**config.mk**
```make
export PLATFORM = sky130hd
export DESIGN_NAME = lf_watchdog
export DESIGN_NICKNAME = d
export VERILOG_FILES = /design/src/rtl/wdt_pkg.sv /design/src/rtl/wdt_prescale.sv /design/src/rtl/wdt_svc_seq.sv /design/src/rtl/wdt_pulse.sv /design/src/rtl/lf_watchdog.sv
export SDC_FILE = /design/constraint.sdc
export NUM_CORES = 1
export LEC_CHECK = 0
export CORE_AREA = 2 2 107 109
export CTS_BUF_LIST = sky130_fd_sc_hd__clkbuf_8 sky130_fd_sc_hd__clkbuf_16
export DETAILED_ROUTE_END_ITERATION = 8
export DIE_AREA = 0 0 109 111
export HOLD_SLACK_MARGIN = 0.06
export SLEW_MARGIN = 10
export SYNTH_ARGS = -nofsm -noshare
export SYNTH_HDL_FRONTEND = slang
export SYNTH_HIERARCHICAL = 1
export SYNTH_SLANG_ARGS = --single-unit
```
**constraint.sdc**
```tcl
create_clock -name clk -period 5.2 [get_ports clk]
set_input_delay 1.04 -clock clk [delete_from_list [all_inputs] [get_ports clk]]
set_output_delay 1.04 -clock clk [all_outputs]
set_load 0.01 [all_outputs]
```
**src/rtl/wdt_pkg.sv**
```systemverilog
package wdt_pkg;
  localparam int DW = 16;
  localparam int FW = 8;

  localparam logic [3:0] OFS_CTRL = 4'h0;
  localparam logic [3:0] OFS_SVC  = 4'h2;
  localparam logic [3:0] OFS_STAT = 4'h4;
  localparam logic [3:0] OFS_IRQ  = 4'h6;
  localparam logic [3:0] OFS_MISC = 4'h8;

  localparam int B_SUSP  = 0;
  localparam int B_EN    = 2;
  localparam int B_ROUTE = 3;
  localparam int B_SWRN  = 4;
  localparam int B_EXTN  = 5;
  localparam int B_IEN   = 15;
  localparam int B_IFLG  = 14;

  localparam logic [DW-1:0] KEY_FIRST  = 16'h5555;
  localparam logic [DW-1:0] KEY_SECOND = 16'hAAAA;
endpackage

```
**src/rtl/wdt_prescale.sv**
```systemverilog
module wdt_prescale #(
  parameter int TPH = 16384
) (
  input  logic clk,
  input  logic rst,
  input  logic tick_i,
  input  logic run_i,
  input  logic clr_i,
  output logic half_o
);
  localparam int PW = (TPH > 1) ? $clog2(TPH) : 1;

  logic [PW-1:0] pc_q;
  logic          wrap;

  assign wrap   = (pc_q == PW'(TPH - 1));
  assign half_o = tick_i & run_i & wrap & ~clr_i;

  always_ff @(posedge clk) begin
    if (rst || clr_i) pc_q <= '0;
    else if (tick_i && run_i) pc_q <= wrap ? '0 : pc_q + 1'b1;
  end

  AST_PHASE_HOLD: assert property (@(posedge clk) disable iff (rst)
    (!run_i && !clr_i) |=> $stable(pc_q));
endmodule

```
**src/rtl/wdt_svc_seq.sv**
```systemverilog
module wdt_svc_seq
  import wdt_pkg::*;
(
  input  logic          clk,
  input  logic          rst,
  input  logic          wr_i,
  input  logic [DW-1:0] data_i,
  output logic          kick_o
);
  logic armed_q;

  assign kick_o = wr_i & (data_i == KEY_SECOND) & armed_q;

  always_ff @(posedge clk) begin
    if (rst) armed_q <= 1'b0;
    else if (wr_i) armed_q <= (data_i == KEY_FIRST);
  end

  AST_KICK_DISARMS: assert property (@(posedge clk) disable iff (rst)
    kick_o |=> !armed_q);
endmodule

```
**src/rtl/wdt_pulse.sv**
```systemverilog
module wdt_pulse #(
  parameter int LEN = 4
) (
  input  logic clk,
  input  logic rst,
  input  logic tick_i,
  input  logic start_i,
  output logic active_o
);
  localparam int LW = $clog2(LEN + 1);

  logic [LW-1:0] n_q;

  always_ff @(posedge clk) begin
    if (rst) begin
      active_o <= 1'b0;
      n_q      <= '0;
    end else if (start_i) begin
      active_o <= 1'b1;
      n_q      <= LW'(LEN);
    end else if (active_o && tick_i) begin
      if (n_q == LW'(1)) active_o <= 1'b0;
      n_q <= n_q - 1'b1;
    end
  end

  AST_PULSE_ENDS_ON_TICK: assert property (@(posedge clk) disable iff (rst)
    $fell(active_o) |-> $past(tick_i));
endmodule

```
**src/rtl/lf_watchdog.sv**
```systemverilog
module lf_watchdog
  import wdt_pkg::*;
#(
  parameter int TICKS_PER_HALF = 16384,
  parameter int PULSE_TICKS    = 4,
  parameter int PD_TICKS       = 65536
) (
  input  logic          clk,
  input  logic          rst,
  input  logic          tick_i,
  input  logic          lowpwr_i,
  input  logic          wr_en_i,
  input  logic [3:0]    addr_i,
  input  logic [15:0]   wr_data_i,
  output logic [15:0]   rd_data_o,
  output logic          irq_o,
  output logic          int_rst_o,
  output logic          ext_rst_n_o
);
  localparam int PDW = $clog2(PD_TICKS + 1);

  logic wr_ctrl, wr_svc, wr_irq, wr_misc;
  assign wr_ctrl = wr_en_i & (addr_i == OFS_CTRL);
  assign wr_svc  = wr_en_i & (addr_i == OFS_SVC);
  assign wr_irq  = wr_en_i & (addr_i == OFS_IRQ);
  assign wr_misc = wr_en_i & (addr_i == OFS_MISC);

  logic [FW-1:0] tmo_q, pre_q, cnt_q;
  logic route_q, en_q, en_d, susp_q, susp_lock_q, swr_pend_q;
  logic ien_q, flag_q, tout_q, swsrc_q, pd_on_q;
  logic [PDW-1:0] pd_cnt_q;

  logic kick, half, run, en_rise, expire, load_c;
  logic swr_fire, ext_wr, pd_fire, int_start, ext_start, ext_act;

  assign en_rise = en_q & ~en_d;
  assign run     = en_q & ~(susp_q & lowpwr_i);
  assign expire  = half & (cnt_q == '0);
  assign load_c  = en_rise | kick | expire;

  wdt_prescale #(.TPH(TICKS_PER_HALF)) i_pre (
    .clk(clk), .rst(rst), .tick_i(tick_i), .run_i(run),
    .clr_i(en_rise | kick), .half_o(half)
  );

  wdt_svc_seq i_svc (
    .clk(clk), .rst(rst), .wr_i(wr_svc), .data_i(wr_data_i), .kick_o(kick)
  );

  // control register and write-once locks
  always_ff @(posedge clk) begin
    if (rst) begin
      tmo_q <= '0; route_q <= 1'b0; en_q <= 1'b0; en_d <= 1'b0;
      susp_q <= 1'b0; susp_lock_q <= 1'b0;
    end else begin
      en_d <= en_q;
      if (wr_ctrl) begin
        tmo_q   <= wr_data_i[15:8];
        route_q <= wr_data_i[B_ROUTE];
        if (wr_data_i[B_EN]) en_q <= 1'b1;
        if (!susp_lock_q) begin
          susp_q      <= wr_data_i[B_SUSP];
          susp_lock_q <= 1'b1;
        end
      end
    end
  end

  // half-second down counter
  always_ff @(posedge clk) begin
    if (rst) cnt_q <= '0;
    else if (load_c) cnt_q <= tmo_q;
    else if (half) cnt_q <= cnt_q - 1'b1;
  end

  // software reset needs two writes within one tick period
  assign swr_fire = wr_ctrl & ~wr_data_i[B_SWRN] & swr_pend_q;
  assign ext_wr   = wr_ctrl & ~wr_data_i[B_EXTN];

  always_ff @(posedge clk) begin
    if (rst) swr_pend_q <= 1'b0;
    else if (wr_ctrl && !wr_data_i[B_SWRN]) swr_pend_q <= ~swr_pend_q;
    else if (tick_i) swr_pend_q <= 1'b0;
  end

  // power-up counter with permanent disable
  assign pd_fire = tick_i & pd_on_q & (pd_cnt_q == PDW'(PD_TICKS - 1));

  always_ff @(posedge clk) begin
    if (rst) begin
      pd_on_q  <= 1'b1;
      pd_cnt_q <= '0;
    end else begin
      if (wr_misc && wr_data_i == '0) pd_on_q <= 1'b0;
      if (tick_i && pd_cnt_q != PDW'(PD_TICKS)) pd_cnt_q <= pd_cnt_q + 1'b1;
    end
  end

  // pretimeout interrupt
  always_ff @(posedge clk) begin
    if (rst) begin
      ien_q <= 1'b0; pre_q <= '0; flag_q <= 1'b0; irq_o <= 1'b0;
    end else begin
      if (wr_irq) begin
        ien_q <= wr_data_i[B_IEN];
        pre_q <= wr_data_i[7:0];
        if (wr_data_i[B_IFLG]) flag_q <= 1'b0;
      end
      if (half && ien_q && cnt_q == pre_q) flag_q <= 1'b1;
      irq_o <= ien_q & flag_q;
    end
  end

  // reset cause
  always_ff @(posedge clk) begin
    if (rst) begin
      tout_q <= 1'b0; swsrc_q <= 1'b0;
    end else if (swr_fire) begin
      tout_q <= 1'b0; swsrc_q <= 1'b1;
    end else if (expire) begin
      tout_q <= 1'b1; swsrc_q <= 1'b0;
    end
  end

  assign int_start = (expire & ~route_q) | swr_fire;
  assign ext_start = (expire & route_q) | ext_wr | pd_fire;

  wdt_pulse #(.LEN(PULSE_TICKS)) i_int_pulse (
    .clk(clk), .rst(rst), .tick_i(tick_i), .start_i(int_start), .active_o(int_rst_o)
  );

  wdt_pulse #(.LEN(PULSE_TICKS)) i_ext_pulse (
    .clk(clk), .rst(rst), .tick_i(tick_i), .start_i(ext_start), .active_o(ext_act)
  );

  assign ext_rst_n_o = ~ext_act;

  // registered read port
  always_ff @(posedge clk) begin
    if (rst) rd_data_o <= '0;
    else begin
      unique case (addr_i)
        OFS_CTRL: rd_data_o <= {tmo_q, 2'b00, 1'b1, 1'b1, route_q, en_q, 1'b0, susp_q};
        OFS_STAT: rd_data_o <= {14'd0, tout_q, swsrc_q};
        OFS_IRQ:  rd_data_o <= {ien_q, flag_q, 6'd0, pre_q};
        OFS_MISC: rd_data_o <= {15'd0, pd_on_q};
        default:  rd_data_o <= '0;
      endcase
    end
  end

  AST_EN_STICKY: assert property (@(posedge clk) disable iff (rst)
    en_q |=> en_q);
  AST_SUSP_FROZEN: assert property (@(posedge clk) disable iff (rst)
    susp_lock_q |=> $stable(susp_q));
  AST_PAUSE_HOLD: assert property (@(posedge clk) disable iff (rst)
    (susp_q && lowpwr_i && !load_c) |=> $stable(cnt_q));
  AST_IDLE_HOLD: assert property (@(posedge clk) disable iff (rst)
    (!en_q && !kick) |=> $stable(cnt_q));
  AST_PD_OFF_STAYS: assert property (@(posedge clk) disable iff (rst)
    !pd_on_q |=> !pd_on_q);
endmodule

```
Word-level counts from Yosys, hierarchy flattened
Index checks and enable logic that the tools add are counted.
{"block": "classes", "n_reduce_logical": 30, "eq_ne": 12, "bitwise": 35, "add_sub_neg": 5, "muxes": 21}
{"op": "$pmux 16 s4", "count": 1}
{"op": "$and 1x1->1", "count": 21}
{"op": "$reduce_bool 2->1", "count": 9}
{"op": "$add 17x1->17 const B", "count": 1}
{"op": "$eq 17x16->1 const B", "count": 1}
{"op": "$ne 17x17->1 const B", "count": 1}
{"op": "$eq 16x15->1 const B", "count": 1}
{"op": "$eq 16x16->1 const B", "count": 1}
{"op": "$logic_not 16->1", "count": 1}
{"op": "$mux 8", "count": 2}
{"op": "$add 14x1->14 const B", "count": 1}
{"op": "$eq 14x14->1 const B", "count": 1}
{"op": "$mux 14", "count": 1}
{"op": "$mux 1", "count": 13}
{"op": "$mux 3", "count": 4}
{"op": "$reduce_and 2->1", "count": 5}
{"op": "$not 1->1", "count": 9}
{"op": "$eq 4x3->1 const B", "count": 2}
{"op": "$eq 8x8->1", "count": 1}
{"op": "$logic_and 1x1->1", "count": 8}
{"op": "$logic_not 8->1", "count": 1}
{"op": "$sub 8x1->8 const B", "count": 1}
{"op": "$eq 3x1->1 const B", "count": 2}
{"op": "$reduce_or 2->1", "count": 3}
{"op": "other kinds (7)", "count": 12}
{"block": "word_totals", "elab_cells": 128, "ff_bits": 92, "inputBits": 25, "output_inout_bits": 19}

Depth between registers and ports, before layout
Gate-level depths: netlist of run 1.
{"block": "depth", "word_depth": 13, "ltp_mapped": 14, "mapped_depth_nobuf": 13}

Hierarchy
Netlist of run 1, hierarchy kept.
{"module": "lf_watchdog", "seq_area_each_um2": 1381.3, "cells_per_inst": 352, "n_inst": 1, "area_per_inst_um2": 3060.4}
{"module": "wdt_prescale", "seq_area_each_um2": 280.3, "cells_per_inst": 79, "n_inst": 1, "area_per_inst_um2": 676.9}
{"module": "wdt_pulse", "seq_area_each_um2": 80.1, "cells_per_inst": 20, "n_inst": 2, "area_per_inst_um2": 207.7}
{"module": "wdt_svc_seq", "seq_area_each_um2": 20.0, "cells_per_inst": 15, "n_inst": 1, "area_per_inst_um2": 143.9}

Worst setup path before layout of run 1
OpenSTA, ideal clock, no wires.
{"block": "synth_path", "kind": "input to register", "startpoint": "input addr_i[1]", "endpoint": "register i_int_pulse.active_o", "stages": 13, "slack_ns": 1.438, "n_path_buf": 2, "setup_ns": 0.070, "t_arrival_ns": 3.692, "required_ns": 5.130, "path_cell_list": "clkbuf_1 > and4b_1 > nand3_1 > nor3_1 > a21oi_1 > inv_1 > nor2_1 > clkbuf_1 > nor4bb_1 > nand2_1 > o21ai_0 > inv_1 > a21oi_1"}
{"block": "synth_between", "elab_chain_cells": 12, "elab_cells_between_ends": 18, "classes_between": "eq/ne (1); mux (1); bitwise (12); reduce/logical (4)"}
{"item": "start: declaration", "line_no": "lf_watchdog.sv:13", "rtl": "input logic [3:0] addr_i,"}
{"item": "$eq 4x2->1 *", "line_no": "lf_watchdog.sv:24", "rtl": "assign wr_svc = wr_en_i & (addr_i == OFS_SVC);"}
{"item": "$and 1x1->1 *", "line_no": "lf_watchdog.sv:24"}
{"item": "via wr_svc", "line_no": "lf_watchdog.sv:22", "rtl": "logic wr_ctrl, wr_svc, wr_irq, wr_misc;"}
{"item": "$and 1x1->1 * (2 in a row)", "line_no": "wdt_svc_seq.sv:12", "rtl": "assign kick_o = wr_i & (data_i == KEY_SECOND) & armed_q;"}
{"item": "via kick", "line_no": "lf_watchdog.sv:33", "rtl": "logic kick, half, run, en_rise, expire, load_c;"}
{"item": "$or 1x1->1 *", "line_no": "lf_watchdog.sv:43", "rtl": ".clr_i(en_rise | kick), .half_o(half)"}
{"item": "$not 1->1 *", "line_no": "wdt_prescale.sv:17", "rtl": "assign half_o = tick_i & run_i & wrap & ~clr_i;"}
{"item": "$and 1x1->1 *", "line_no": "wdt_prescale.sv:17"}
{"item": "via half", "line_no": "lf_watchdog.sv:33"}
{"item": "$and 1x1->1 *", "line_no": "lf_watchdog.sv:38", "rtl": "assign expire = half & (cnt_q == '0);"}
{"item": "$and 1x1->1 *", "line_no": "lf_watchdog.sv:125", "rtl": "assign int_start = (expire & ~route_q) | swr_fire;"}
{"item": "$or 1x1->1 *", "line_no": "lf_watchdog.sv:125"}
{"item": "via int_start", "line_no": "lf_watchdog.sv:34", "rtl": "logic swr_fire, ext_wr, pd_fire, int_start, ext_start, ext_act;"}
{"item": "$reduce_bool 2->1 (no source line)"}
{"item": "$reduce_and 2->1 (no source line)"}
{"item": "end signal: assignment", "line_no": "wdt_pulse.sv:16", "rtl": "active_o <= 1'b0;"}
{"item": "end signal: assignment", "line_no": "wdt_pulse.sv:19", "rtl": "active_o <= 1'b1;"}
{"item": "end signal: assignment", "line_no": "wdt_pulse.sv:22", "rtl": "if (n_q == LW'(1)) active_o <= 1'b0;"}
{"item": "end: declaration", "line_no": "wdt_pulse.sv:8", "rtl": "output logic active_o"}
Mark *: on every way through the listed nets, which the timed path passes. The rest lies on a longest branch.
A chain may end at the register's enable or synchronous reset.

Final worst setup path of run 1
{"block": "layout_path", "startpoint": "input wr_en_i", "endpoint": "register i_int_pulse.n_q[2]"}
{"block": "layout_between", "elab_chain_cells": 10, "elab_cells_between_ends": 14, "classes_between": "mux (1); bitwise (12); reduce/logical (1)"}
{"item": "start: declaration", "line_no": "lf_watchdog.sv:12", "rtl": "input logic wr_en_i,"}
{"item": "$and 1x1->1 *", "line_no": "lf_watchdog.sv:24"}
{"item": "via wr_svc", "line_no": "lf_watchdog.sv:22"}
{"item": "$and 1x1->1 * (2 in a row)", "line_no": "wdt_svc_seq.sv:12"}
{"item": "via kick", "line_no": "lf_watchdog.sv:33"}
{"item": "$or 1x1->1 *", "line_no": "lf_watchdog.sv:43"}
{"item": "$not 1->1 *", "line_no": "wdt_prescale.sv:17"}
{"item": "$and 1x1->1 *", "line_no": "wdt_prescale.sv:17"}
{"item": "via half", "line_no": "lf_watchdog.sv:33"}
{"item": "$and 1x1->1 *", "line_no": "lf_watchdog.sv:38"}
{"item": "$and 1x1->1 *", "line_no": "lf_watchdog.sv:125"}
{"item": "$or 1x1->1 *", "line_no": "lf_watchdog.sv:125"}
{"item": "via int_start", "line_no": "lf_watchdog.sv:34"}
{"item": "$mux 3 / $reduce_bool 2->1 (equally long branches)"}
{"item": "end signal: assignment", "line_no": "wdt_pulse.sv:20", "rtl": "n_q <= LW'(LEN);"}
{"item": "end signal: assignment", "line_no": "wdt_pulse.sv:23", "rtl": "n_q <= n_q - 1'b1;"}
{"item": "end: declaration", "line_no": "wdt_pulse.sv:12", "rtl": "logic [LW-1:0] n_q;"}
Marks and branches as above.

==> out/qor.yml, run 1 <==
run_status: "completed"
rsz_0062_raised_after_global_routing: "no"
hold_buffers: 0
final_worst_path_period_share_pct: 84.6
maximum_number_of_pins_on_one_net_before_global_route_repair: 41
cpLargestDelayFamily: "simple AND/OR/NAND/NOR gates"
postSynthRegisterBits: 92
capture_instance_of_the_worst_register_to_register_path: "i_int_pulse/n_q[2]$_SDFFE_PP0P_"
global_route_wire_length_before_repair_um: 17100
worstMarginPinSlew_ns: 0.686
synth_area_per_cell_um2: 8.84
depth_of_the_worst_register_to_register_path: 10
avgViaCountPerCell: 5.33
dr_wl_met3_um: 453
max-vdd-ir-drop_uv: 179
achievable-frequency_mhz: 227
initial_utilization_pct: 38.8
final-setup-viol-count: 0
synth_enable_flop_cells: 0
holdCritPathClass: "reg2reg"
synth_async_sr_flop_share_pct: 0
post_synth_inst_count: 486
cts_tree: "yes"
cp-start-kind: "input port"
cts-root-to-sink-buffers: 2
drt_first_pass_iters: 4
cp_data_required_time_ns: 5.47
crit_chain: "clkdlybuf4s50_1, and4b_1, nand3_1, nor3_1, a21oi_1, buf_4, inv_1, nor2_1, nor4bb_1, nand2_1, o21ai_0, inv_1, a21oi_1"
finalHoldWorstSlack_ns: 0.482
post-route-drc-count: 0
cell_type_with_the_largest_total_area_after_synthesis: "sky130_fd_sc_hd__dfxtp_1"
routed_length_on_met1_um: 4920
hpwl_um: 7650
critical_path.max_fanout: 15
slew_viol_final: 0
finClkSkew_ns: 0.0103
finalPower_uw: 1450
cp_max_stage_delay_ns: 0.70
tritoncts.num_buffers: 9
p_per_area_nw_per_um2: 281
n_fill_cell: 1080
gpl.final_weighted_congestion: 0.846
ys.flop_type: "sky130_fd_sc_hd__dfxtp_1"
coreArea_um2: 11100
timing.critical_path.to_type: "flop"
initial_antenna_violation_count: 0
post_cts_buffers: 0
ys_seq_area_share_pct: 42.9
hold_viol_final: 0
synthDominantCellAreaShare_pct: 42.9
h-tree-depth: 3
critical_path.startpoint: "wr_en_i"
clock_latency_of_the_later_clocked_register_in_the_worst_skew_pair_ns: 0.35
final_util_pct: 46.5
wirelength_um: 10500
critical_path.slowest_cell: "sky130_fd_sc_hd__clkdlybuf4s50_1"
yosysUniqueCellTypes: 58
setup.worst_path.end: "i_int_pulse/n_q[2]$_SDFFE_PP0P_"
synthesis.nets: 521
reg2reg_from: "en_q$_SDFFE_PP0P_"
number_of_placement_rows: 39
io_pins: 44
critical_path_buf_inv_count: 4
yosys_warnings: 6
highest_layer: "met4"
die_h_um: 111
max_slew_margin_pct: 53.7
track_usage_pct: 18.1
antennaDiodeCount: 0
period_needed_ns: 4.40
final_antenna_net_count: 0
slack_of_the_worst_reg_to_reg_path_ns: 1.75
critical_path_arrival_ns: 4.67
vias: 3596
route.met2.wl_um: 4970
synth.area.top_cells: "sky130_fd_sc_hd__dfxtp_1 43%, sky130_fd_sc_hd__xnor2_1 5.3%, sky130_fd_sc_hd__nand2_1 4.5%"
ctsRootBufferMaster: "sky130_fd_sc_hd__clkbuf_16"
die-area_um2: 12100
clock_sink_count: 92
grt_pass1_vias: 3429
grt_overflow_total: 0
syn_area_um2: 4300
setup-tns-final_ns: 0
cp_num_cells: 13
route.detailed.wl_per_inst_um: 15.6
category_of_the_critical_setup_timing_path: "in2reg"
ctsResizeCount: 0
drive_gt1_share_pct: 8.27
portBuffers: 43
maxCapViolations: 0
cellLeakagePower_uw: 0.00174
area.growth.synth_to_final_pct: 20.0
drt_iter0_drc: 201
floorplan.die.width_um: 109
num-nets-final: 563
cts.reportedPaths.clkPinSlew_ns: 0.06
Yosys cell counts, drive strengths merged, types with 4 or more instances:
master	count
xor2	11
nor2b	5
buf	5
nor2	49
clkbuf	12
and2	8
nor4b	5
a21oi	36
dfxtp	92
nor3	14
a221o	4
o21ai	13
a211oi	4
or4	4
a2111oi	6
or3	5
nor4bb	4
mux2i	4
ha	10
nand2	53
nand3b	5
nand3	26
inv	21
nor4	18
xnor2	26
nand4	12
a22oi	4
layout by cell type, fill, tap and decap left out, types with 8 or more instances in the layout:
master and n:
sky130_fd_sc_hd__inv_1 22, sky130_fd_sc_hd__a21oi_1 36, sky130_fd_sc_hd__clkdlybuf4s50_1 42, sky130_fd_sc_hd__nor3_1 13
sky130_fd_sc_hd__xor2_1 11, sky130_fd_sc_hd__o21ai_0 13, sky130_fd_sc_hd__nand3_1 26, sky130_fd_sc_hd__nor4_1 16
sky130_fd_sc_hd__ha_1 10, sky130_fd_sc_hd__dfxtp_1 92, sky130_fd_sc_hd__nor2_1 49, sky130_fd_sc_hd__nand4_1 10
sky130_fd_sc_hd__clkbuf_16 9, sky130_fd_sc_hd__and2_1 8, sky130_fd_sc_hd__xnor2_1 26, sky130_fd_sc_hd__nand2_1 51
where the power goes:
part	internal (uW)	switching [uW]	leakage, uW
clock	371	276	0.000143
combinational	37.0	47.9	0.000858
sequential	711	6.82	0.000742
cell families after synthesis:
logic type	Yosys count	synth area share (%)
XOR/XNOR	37	7.54
buffers and inverters	38	3.64
AND/OR/NAND/NOR	223	28.6
adder cells (fa/ha/maj)	10	2.91
multiplexers	7	1.72
AO/OA/AOI/OAI	79	12.8
flip-flops	92	42.9
cell type report:
type,instances,area (um2),area share (%)
inverters,21,78.8,1.53
flip-flops and latches,92,1840,35.7
clock buffers,9,225,4.37
repair buffers,48,463,8.98
clock inverters,6,63.8,1.24
multi-input cells,356,2300,44.7
well taps,143,179,3.47
registers in the layout, indices dropped and copies added (netlist names):
name	flops
en_q	1
i_ext_pulse/active_o	1
swsrc_q	1
pre_q	8
flag_q	1
i_pre/pc_q	14
susp_q	1
cnt_q	8
i_ext_pulse/n_q	3
i_svc/armed_q	1
i_int_pulse/n_q	3
route_q	1
tmo_q	8
swr_pend_q	1
pd_cnt_q	17
susp_lock_q	1
en_d	1
ien_q	1
pd_on_q	1
rd_data_o	16
i_int_pulse/active_o	1
tout_q	1
irq_o	1
metal layers:
layer	vias to the layer above	GRT usage [%]
met4	0	7.61
met5	-	0
li1	1823	-
met1	1699	24.3
met2	62	28.4
met3	12	3.47
tightest hold or removal path: cells and delay by family, from the launching register on:
kind	cells	cell delay (ns)
simple gates	1	0.06
flops	1	0.33
compound gates	1	0.05
how the worst min path moves through the flow:
stage	start	to	slack (ns)	cells after the start
2_1_floorplan	swsrc_q$_SDFFE_PP0P_	swsrc_q$_SDFFE_PP0P_	0.44	2
3_3_place_gp	susp_lock_q$_SDFFE_PP0P_	susp_lock_q$_SDFFE_PP0P_	0.47	2
3_5_place_dp	swsrc_q$_SDFFE_PP0P_	swsrc_q$_SDFFE_PP0P_	0.47	2
4_1_cts	swsrc_q$_SDFFE_PP0P_	swsrc_q$_SDFFE_PP0P_	0.48	2
5_1_grt	tmo_q[3]$_SDFFE_PP0P_	tmo_q[3]$_SDFFE_PP0P_	0.51	2
6_report	swsrc_q$_SDFFE_PP0P_	swsrc_q$_SDFFE_PP0P_	0.48	2
per-stage QoR:
step           std cells  worst slack [ns]  area, um2
6_report             675             0.802       5160
5_1_grt              675             0.469       5160
4_1_cts              675             0.880       5160
3_5_place_dp         660             0.526       4870
3_3_place_gp         660             0.774       4870
2_1_floorplan        486              1.44       4300
(Power assumes the default switching activity.)
==> run 2, diff against run 1 <==
- clock period: 5.2 -> 4.2 ns (I/O delays scaled with it)
==> run 2 against run 1 <==
  * Clock power up 17%
  * Critical path type unchanged
  * Non-clock buffer count rose by 5
  * Worst setup slack lost 0.23 ns
  * Clock skew shrank 0.0042 ns
  * First-iteration DRC count down 20%
  * Highest routed layer unchanged
  * Combinational power up 25%
  * Hold slack lost 0.0065 ns
==> out/qor.yml, run 2 (same netlist as run 1, synthesis figures left out) <==
run_status: "completed"  # unchanged
depth_of_the_worst_register_to_register_path: 9  # was 10
cp-start-kind: "input port"  # unchanged
slew_viol_final: 0  # unchanged
drive_gt1_share_pct: 9.29  # was 8.27%
crit_chain: "clkdlybuf4s50_1, a21boi_0, nand2_1, nor3_2, nand2_1, nor2_1, nor4bb_1, nand2_1, a21oi_1, a221o_1"  # was clkdlybuf4s50_1, and4b_1, nand3_1, nor3_1, a21oi_1, buf_4, inv_1, nor2_1, nor4bb_1, nand2_1, o21ai_0, inv_1, a21oi_1
placed_cell_area_um2: 4900  # was 4870 um2
die_h_um: 111  # unchanged
cp_data_required_time_ns: 4.48  # was 5.47 ns
io_pins: 44  # unchanged
achievable-frequency_mhz: 276
tritoncts.num_buffers: 9  # unchanged
category_of_the_critical_setup_timing_path: "in2reg"  # unchanged
cpMostUsedCell: "sky130_fd_sc_hd__nand2_1"
period_needed_ns: 3.63
critical_path_arrival_ns: 3.91  # was 4.67 ns
h-tree-depth: 3  # unchanged
hpwl_um: 7660  # was 7650 um
layout.cells.most_common: "sky130_fd_sc_hd__dfxtp_1"  # unchanged
holdCritPathClass: "reg2reg"  # unchanged
reg_top3: "pd_cnt_q (17), rd_data_o (16), i_pre/pc_q (14)"  # unchanged
final-setup-viol-count: 0  # unchanged
cellLeakagePower_uw: 0.00177  # was 0.00174 uW
setup_ws_ns: 0.573  # was 0.802 ns
maximum_number_of_pins_on_one_net_before_global_route_repair: 38  # was 41
global_route_wire_length_before_repair_um: 17200  # was 17100 um
grt_pass1_vias: 3448  # was 3429
vias: 3620  # was 3596
clock_latency_of_the_later_clocked_register_in_the_worst_skew_pair_ns: 0.34  # was 0.35 ns
grt_overflow_total: 0  # unchanged
rsz_0062_raised_after_global_routing: "no"  # unchanged
track_usage_pct: 18.3  # was 18.1%
worstMarginPinSlew_ns: 0.870  # was 0.686 ns
gpl.final_weighted_congestion: 0.857  # was 0.846
wirelength_um: 10300  # was 10500 um
drt_first_pass_iters: 5  # was 4
maxCapViolations: 0  # unchanged
setup-tns-final_ns: 0  # unchanged
avgViaCountPerCell: 5.32  # was 5.33
preCtsSetupSlack_ns: 0.284  # was 0.526 ns
ctsRootBufferMaster: "sky130_fd_sc_hd__clkbuf_16"  # unchanged
cp_max_stage_delay_ns: 0.41  # was 0.70 ns
die-area_um2: 12100  # unchanged
portBuffers: 43  # unchanged
max_flop_register: "pd_cnt_q"  # unchanged
cts_tree: "yes"  # unchanged
antennaDiodeCount: 0  # unchanged
max-vdd-ir-drop_uv: 232  # was 179 uV
largest_register_ffs: 17  # unchanged
coreArea_um2: 11100  # unchanged
number_of_placement_rows: 39  # unchanged
initial_utilization_pct: 38.8  # unchanged
hp-start: "tmo_q[2]$_SDFFE_PP0P_"  # was swsrc_q$_SDFFE_PP0P_
post-route-drc-count: 0  # unchanged
route.met2.wl_um: 4940  # was 4970 um
floorplan.die.width_um: 109  # unchanged
cts.reportedPaths.clkPinSlew_ns: 0.06  # about the same
routed_length_on_met1_um: 4680  # was 4920 um
min_delay_path_depth: 2  # unchanged
p_per_area_nw_per_um2: 337  # was 281 nW/um2
slack_of_the_worst_reg_to_reg_path_ns: 0.99  # was 1.75 ns
cts-root-to-sink-buffers: 2  # unchanged
hold_end: "tmo_q[2]$_SDFFE_PP0P_"  # was swsrc_q$_SDFFE_PP0P_
route.detailed.wl_per_inst_um: 15.1  # was 15.6 um
drt_iter0_drc: 161  # was 201
critical_path.max_fanout: 10  # was 15
initial_antenna_violation_count: 0  # unchanged
timing.critical_path.to_type: "flop"  # unchanged
dr_wl_met3_um: 443  # was 453 um
capture_instance_of_the_worst_register_to_register_path: "cnt_q[7]$_SDFFE_PP0P_"  # was i_int_pulse/n_q[2]$_SDFFE_PP0P_
num-nets-final: 568  # was 563
finClkSkew_ns: 0.00614  # was 0.0103 ns
post_cts_buffers: 0  # unchanged
final_worst_path_period_share_pct: 86.4
post_route_cell_area_um2: 5180  # was 5160 um2
final_cell_mix: "92 x sky130_fd_sc_hd__dfxtp_1, 51 x sky130_fd_sc_hd__nand2_1, 49 x sky130_fd_sc_hd__nor2_1"  # unchanged
final_antenna_net_count: 0  # unchanged
reg2reg_from: "en_q$_SDFFE_PP0P_"  # unchanged
hold_viol_final: 0  # unchanged
clock_sink_count: 92  # unchanged
finalPower_uw: 1750  # was 1450 uW
highest_layer: "met4"  # unchanged
hold_buffers: 0  # unchanged
critical_path.slowest_cell: "sky130_fd_sc_hd__a21boi_0"  # was sky130_fd_sc_hd__clkdlybuf4s50_1
area.growth.synth_to_final_pct: 20.6  # was 20.0%
ctsResizeCount: 0  # unchanged
max_slew_margin_pct: 41.1  # was 53.7%
[run 2: cell types whose count changed in the layout (fill, tap and decap cells not counted), sizes merged]
cell / change
buf: +5
clkinv: +3
bufinv: -1
clkbuf: +1
clkinvlp: -1
inv: -1
[run 2: per-stage QoR]
step / utilization (%) / hold slack (ns) / cells
3_5_place_dp: 44.3 / 0.470 / 665
4_1_cts: 46.8 / 0.479 / 681
3_3_place_gp: 44.3 / 0.470 / 665
6_report: 46.8 / 0.475 / 681
2_1_floorplan: - / 0.436 / 486
5_1_grt: 46.8 / 0.503 / 681
[run 2: cell type report]
type | count | area [um2]
timing repair buffer | 53 | 500
clock buffer | 10 | 239
fill | 1072 | 5890
tap | 143 | 179
multi-input combinational | 356 | 2300
clock inverter | 6 | 40.0
inverter | 21 | 78.8
sequential | 92 | 1840
[run 2: report_power, final]
part           switching [uW]  leakage [uW]  total [uW]  internal [uW]
logic                    58.4      0.000884         106           47.3
registers                8.57      0.000742         889            880
clock network             337      0.000144         753            417
[run 2: worst max-delay path: cells and delay by family]
family	cells	cell delay (ns)
AOI/OAI and AO/OA	3	0.97
and+or+nand+nor	6	1.69
buffers and inverters	1	0.40
[run 2: worst max-delay path by stage]
stage	endpoint	start	slack, ns	cells after the start
global route	i_int_pulse/active_o$_SDFFE_PP0P_	lowpwr_i	0.27	12
floorplan	i_int_pulse/active_o$_SDFFE_PP0P_	addr_i[1]	0.64	13
finish	cnt_q[7]$_SDFFE_PP0P_	lowpwr_i	0.57	10
CTS	cnt_q[7]$_SDFFE_PP0P_	lowpwr_i	0.64	10
global placement	i_int_pulse/n_q[2]$_SDFFE_PP0P_	lowpwr_i	0.46	12
detailed placement	i_int_pulse/active_o$_SDFFE_PP0P_	lowpwr_i	0.28	12
[run 2: layer usage]
layer  GRT usage, %  vias up
met5              0        -
met4           8.03        0
met3           3.76       16
met2           29.3       66
met1           23.5     1712
li1               -     1826
==> run 3, diff against run 2 <==
- ABC_AREA: unset -> 1
- CORE_AREA: 2 2 107 109 -> 2 2 113 115
- DIE_AREA: 0 0 109 111 -> 0 0 115 117
- SKIP_CTS_REPAIR_TIMING: unset -> 1
==> run 3 against run 2 <==
  * Power grew 0.66%
  * Flip-flop and latch count is the same
  * Die area grew 11%
  * Clock skew is essentially flat
  * Synthesized area grew 11%
  * First-iteration DRC count grew 6.2%
  * Core utilization shrank 1.3 points
  * Global-route usage shrank 0.37 points
  * Critical path type unchanged
  * Largest power group unchanged
  * Highest routed layer unchanged
==> out/qor.yml, run 3 <==
cell_type_with_the_largest_total_area_after_synthesis: "sky130_fd_sc_hd__dfxtp_1"  # unchanged
floorplan.die.width_um: 115  # was 109 um
critical_path.max_fanout: 8  # was 10
coreArea_um2: 12300  # was 11100 um2
die-area_um2: 13500  # was 12100 um2
cts.reportedPaths.clkPinSlew_ns: 0.06  # about the same
cp_max_stage_delay_ns: 0.62  # was 0.41 ns
synthMostInstantiatedCell: "sky130_fd_sc_hd__nand2_1"  # was sky130_fd_sc_hd__dfxtp_1
final_worst_path_period_share_pct: 75.8  # was 86.4%
critical_path_buf_inv_count: 3  # was 1
area.growth.synth_to_final_pct: 17.5  # was 20.6%
maximum_number_of_pins_on_one_net_before_global_route_repair: 43  # was 38
cellLeakagePower_uw: 0.00220  # was 0.00177 uW
route.detailed.wl_per_inst_um: 13.2  # was 15.1 um
largest_family_of_logic_cells_by_synthesized_area: "simple AND/OR/NAND/NOR gates"  # unchanged
maxCapViolations: 0  # unchanged
layout.cells.most_common: "sky130_fd_sc_hd__nand2_1"  # was sky130_fd_sc_hd__dfxtp_1
post_route_cell_area_um2: 5600  # was 5180 um2
run_status: "completed"  # unchanged
yosys_warnings: 6  # unchanged
clock_sink_count: 92  # unchanged
ys_seq_area_share_pct: 38.6  # was 42.9%
gpl.final_weighted_congestion: 0.897  # was 0.857
period_needed_ns: 3.18  # was 3.63 ns
global_route_wire_length_before_repair_um: 18900  # was 17200 um
hold_viol_final: 0  # unchanged
setup-tns-final_ns: 0  # unchanged
num-nets-final: 758  # was 568
number_of_placement_rows: 41  # was 39
crit_chain: "clkdlybuf4s50_1, nand3_1, nor3_1, nand4_1, nand3b_1, nor2_1, o21bai_1, nor2_1, inv_1, nor3_2, nand2_1, nand3_1, nand2_1, inv_1"  # was clkdlybuf4s50_1, a21boi_0, nand2_1, nor3_2, nand2_1, nor2_1, nor4bb_1, nand2_1, a21oi_1, a221o_1
slew_viol_final: 0  # unchanged
grt_pass1_vias: 3982  # was 3448
synth_area_per_cell_um2: 7.02  # was 8.84 um2
postSynthRegisterBits: 92  # unchanged
critical_path.slowest_cell: "sky130_fd_sc_hd__clkdlybuf4s50_1"  # was sky130_fd_sc_hd__a21boi_0
synth.area.top_cells: "sky130_fd_sc_hd__dfxtp_1 39%, sky130_fd_sc_hd__nand2_1 11%, sky130_fd_sc_hd__inv_1 7.5%"  # was sky130_fd_sc_hd__dfxtp_1 43%, sky130_fd_sc_hd__xnor2_1 5.3%, sky130_fd_sc_hd__nand2_1 4.5%
synthDominantCellAreaShare_pct: 38.6  # was 42.9%
synthesis.nets: 714  # was 521
netlist_top_cells_count: "138 x sky130_fd_sc_hd__nand2_1, 95 x sky130_fd_sc_hd__inv_1, 92 x sky130_fd_sc_hd__dfxtp_1"  # was 92 x sky130_fd_sc_hd__dfxtp_1, 51 x sky130_fd_sc_hd__nand2_1, 49 x sky130_fd_sc_hd__nor2_1
hpwl_um: 8810  # was 7660 um
final_antenna_net_count: 0  # unchanged
wirelength_um: 11600  # was 10300 um
placed_cell_area_um2: 5330  # was 4900 um2
max-vdd-ir-drop_uv: 184  # was 232 uV
vias: 4342  # was 3620
synth_enable_flop_cells: 0  # unchanged
reg_top3: "pd_cnt_q (17), rd_data_o (16), i_pre/pc_q (14)"  # unchanged
yosys.area_share.xor_xnor_pct: 3.49  # was 7.54%
drt_first_pass_iters: 4  # was 5
worstMarginPinSlew_ns: 0.571  # was 0.870 ns
cp_num_cells: 14  # was 10
depth_of_the_worst_register_to_register_path: 14  # was 9
final_cell_mix: "138 x sky130_fd_sc_hd__nand2_1, 96 x sky130_fd_sc_hd__inv_1, 92 x sky130_fd_sc_hd__dfxtp_1"  # was 92 x sky130_fd_sc_hd__dfxtp_1, 51 x sky130_fd_sc_hd__nand2_1, 49 x sky130_fd_sc_hd__nor2_1
h-tree-depth: 3  # unchanged
drive_gt1_share_pct: 9.34  # was 9.29%
yosysUniqueCellTypes: 37  # was 58
rsz_0062_raised_after_global_routing: "no"  # unchanged
cp_data_required_time_ns: 4.45  # was 4.48 ns
syn_area_um2: 4770  # was 4300 um2
largest_register_ffs: 17  # unchanged
die_h_um: 117  # was 111 um
grt_overflow_total: 0  # unchanged
cp-start-kind: "input port"  # unchanged
finClkSkew_ns: 0.00595  # was 0.00614 ns
ff_latch_area_um2: 1840  # unchanged
initial_utilization_pct: 38.7  # was 38.8%
io_pins: 44  # unchanged
post_synth_inst_count: 679  # was 486
min_delay_path_depth: 2  # unchanged
synthSimpleGateAreaFrac_pct: 34.2  # was 28.6%
final-setup-viol-count: 0  # unchanged
clock_latency_of_the_later_clocked_register_in_the_worst_skew_pair_ns: 0.34  # about the same
synth-adder-area-share_pct: 2.62  # was 2.91%
cts-root-to-sink-buffers: 2  # unchanged
max_flop_register: "pd_cnt_q"  # unchanged
synth_async_sr_flop_share_pct: 0  # unchanged
track_usage_pct: 17.9  # was 18.3%
ys.flop_type: "sky130_fd_sc_hd__dfxtp_1"  # unchanged
post-route-drc-count: 0  # unchanged
timing.critical_path.to_type: "flop"  # unchanged
antennaDiodeCount: 0  # unchanged
achievable-frequency_mhz: 314  # was 276 MHz
compound_gate_fraction_of_synth_area_pct: 11.5  # was 12.8%
tritoncts.num_buffers: 9  # unchanged
portBuffers: 43  # unchanged
p_per_area_nw_per_um2: 314  # was 337 nW/um2
n_fill_cell: 1232  # was 1072
category_of_the_critical_setup_timing_path: "in2reg"  # unchanged
cts_tree: "yes"  # unchanged
holdCritPathClass: "reg2reg"  # unchanged
drt_iter0_drc: 171  # was 161
critical_path_arrival_ns: 3.43  # was 3.91 ns
yosys-mux-area-fraction_pct: 0  # was 1.72%
cpLargestDelayFamily: "simple AND/OR/NAND/NOR gates"  # unchanged
ctsRootBufferMaster: "sky130_fd_sc_hd__clkbuf_16"  # unchanged
avgViaCountPerCell: 4.95  # was 5.32
multiInputGateArea_um2: 2470  # was 2300 um2
max_slew_margin_pct: 61.9  # was 41.1%
initial_antenna_violation_count: 0  # unchanged
-- run 3: path summary, 6_finish.rpt --
path,startpoint,endpoint,slack [ns]
hold / removal,pd_on_q$_SDFFE_PP1P_,pd_on_q$_SDFFE_PP1P_,0.47
hold reg to reg,pd_on_q$_SDFFE_PP1P_,pd_on_q$_SDFFE_PP1P_,0.47
setup / recovery,addr_i[1],cnt_q[3]$_SDFFE_PP0P_,1.02
setup reg to reg,en_q$_SDFFE_PP0P_,cnt_q[6]$_SDFFE_PP0P_,1.73
-- run 3: metrics by stage --
| stage | total power (uW) | cells | util (%) | hold slack [ns] | worst slack, ns |
|---|---|---|---|---|---|
| after floorplan | 977 | 679 | - | 0.423 | 1.59 |
| after global placement | 1030 | 862 | 43.3 | 0.443 | 0.765 |
| after detailed placement | 1040 | 862 | 43.3 | 0.450 | 0.713 |
| after CTS | 1780 | 878 | 45.5 | 0.460 | 1.06 |
| after global routing | 1820 | 878 | 45.5 | 0.486 | 0.763 |
| final | 1760 | 878 | 45.5 | 0.466 | 1.02 |
-- run 3: logic make-up after synthesis --
| kind of cell | Yosys count |
|---|---|
| AOI/OAI and AO/OA | 97 |
| buffers and inverters | 114 |
| xor gates and xnor gates | 19 |
| DFF | 92 |
| adders and majority gates | 10 |
| and+or+nand+nor | 347 |
-- run 3: tightest hold or removal path, cell delays in order, from the launching register on --
cell and delay, ns:
sky130_fd_sc_hd__dfxtp_1 0.32, sky130_fd_sc_hd__nand2_1 0.06, sky130_fd_sc_hd__nand2_1 0.04
-- run 3: layer usage --
| metal | vias to the layer above | part of all wire, % | GRT usage [%] |
|---|---|---|---|
| li1 | 2270 | - | - |
| met1 | 1965 | 44 | 22.2 |
| met2 | 90 | 50 | 31.0 |
| met3 | 17 | 4.2 | 3.14 |
| met4 | 0 | 1.8 | 6.99 |
| met5 | - | 0 | 0 |
-- run 3: where the power goes --
group | total [uW] | internal (uW) | switching [uW]
clock | 743 | 399 | 344
combinational | 127 | 46.6 | 80.8
sequential | 889 | 882 | 7.09
total | 1760 | 1330 | 432
-- run 3: area by class of cell --
class | count | share of cell area, %
Clock buffer | 9 | 4.02
Clock inverter | 7 | 0.782
Inverter | 101 | 6.79
Multi-Input combinational cell | 473 | 44.1
Sequential cell | 92 | 32.9
Tap cell | 150 | 3.35
Timing Repair Buffer | 46 | 8.08
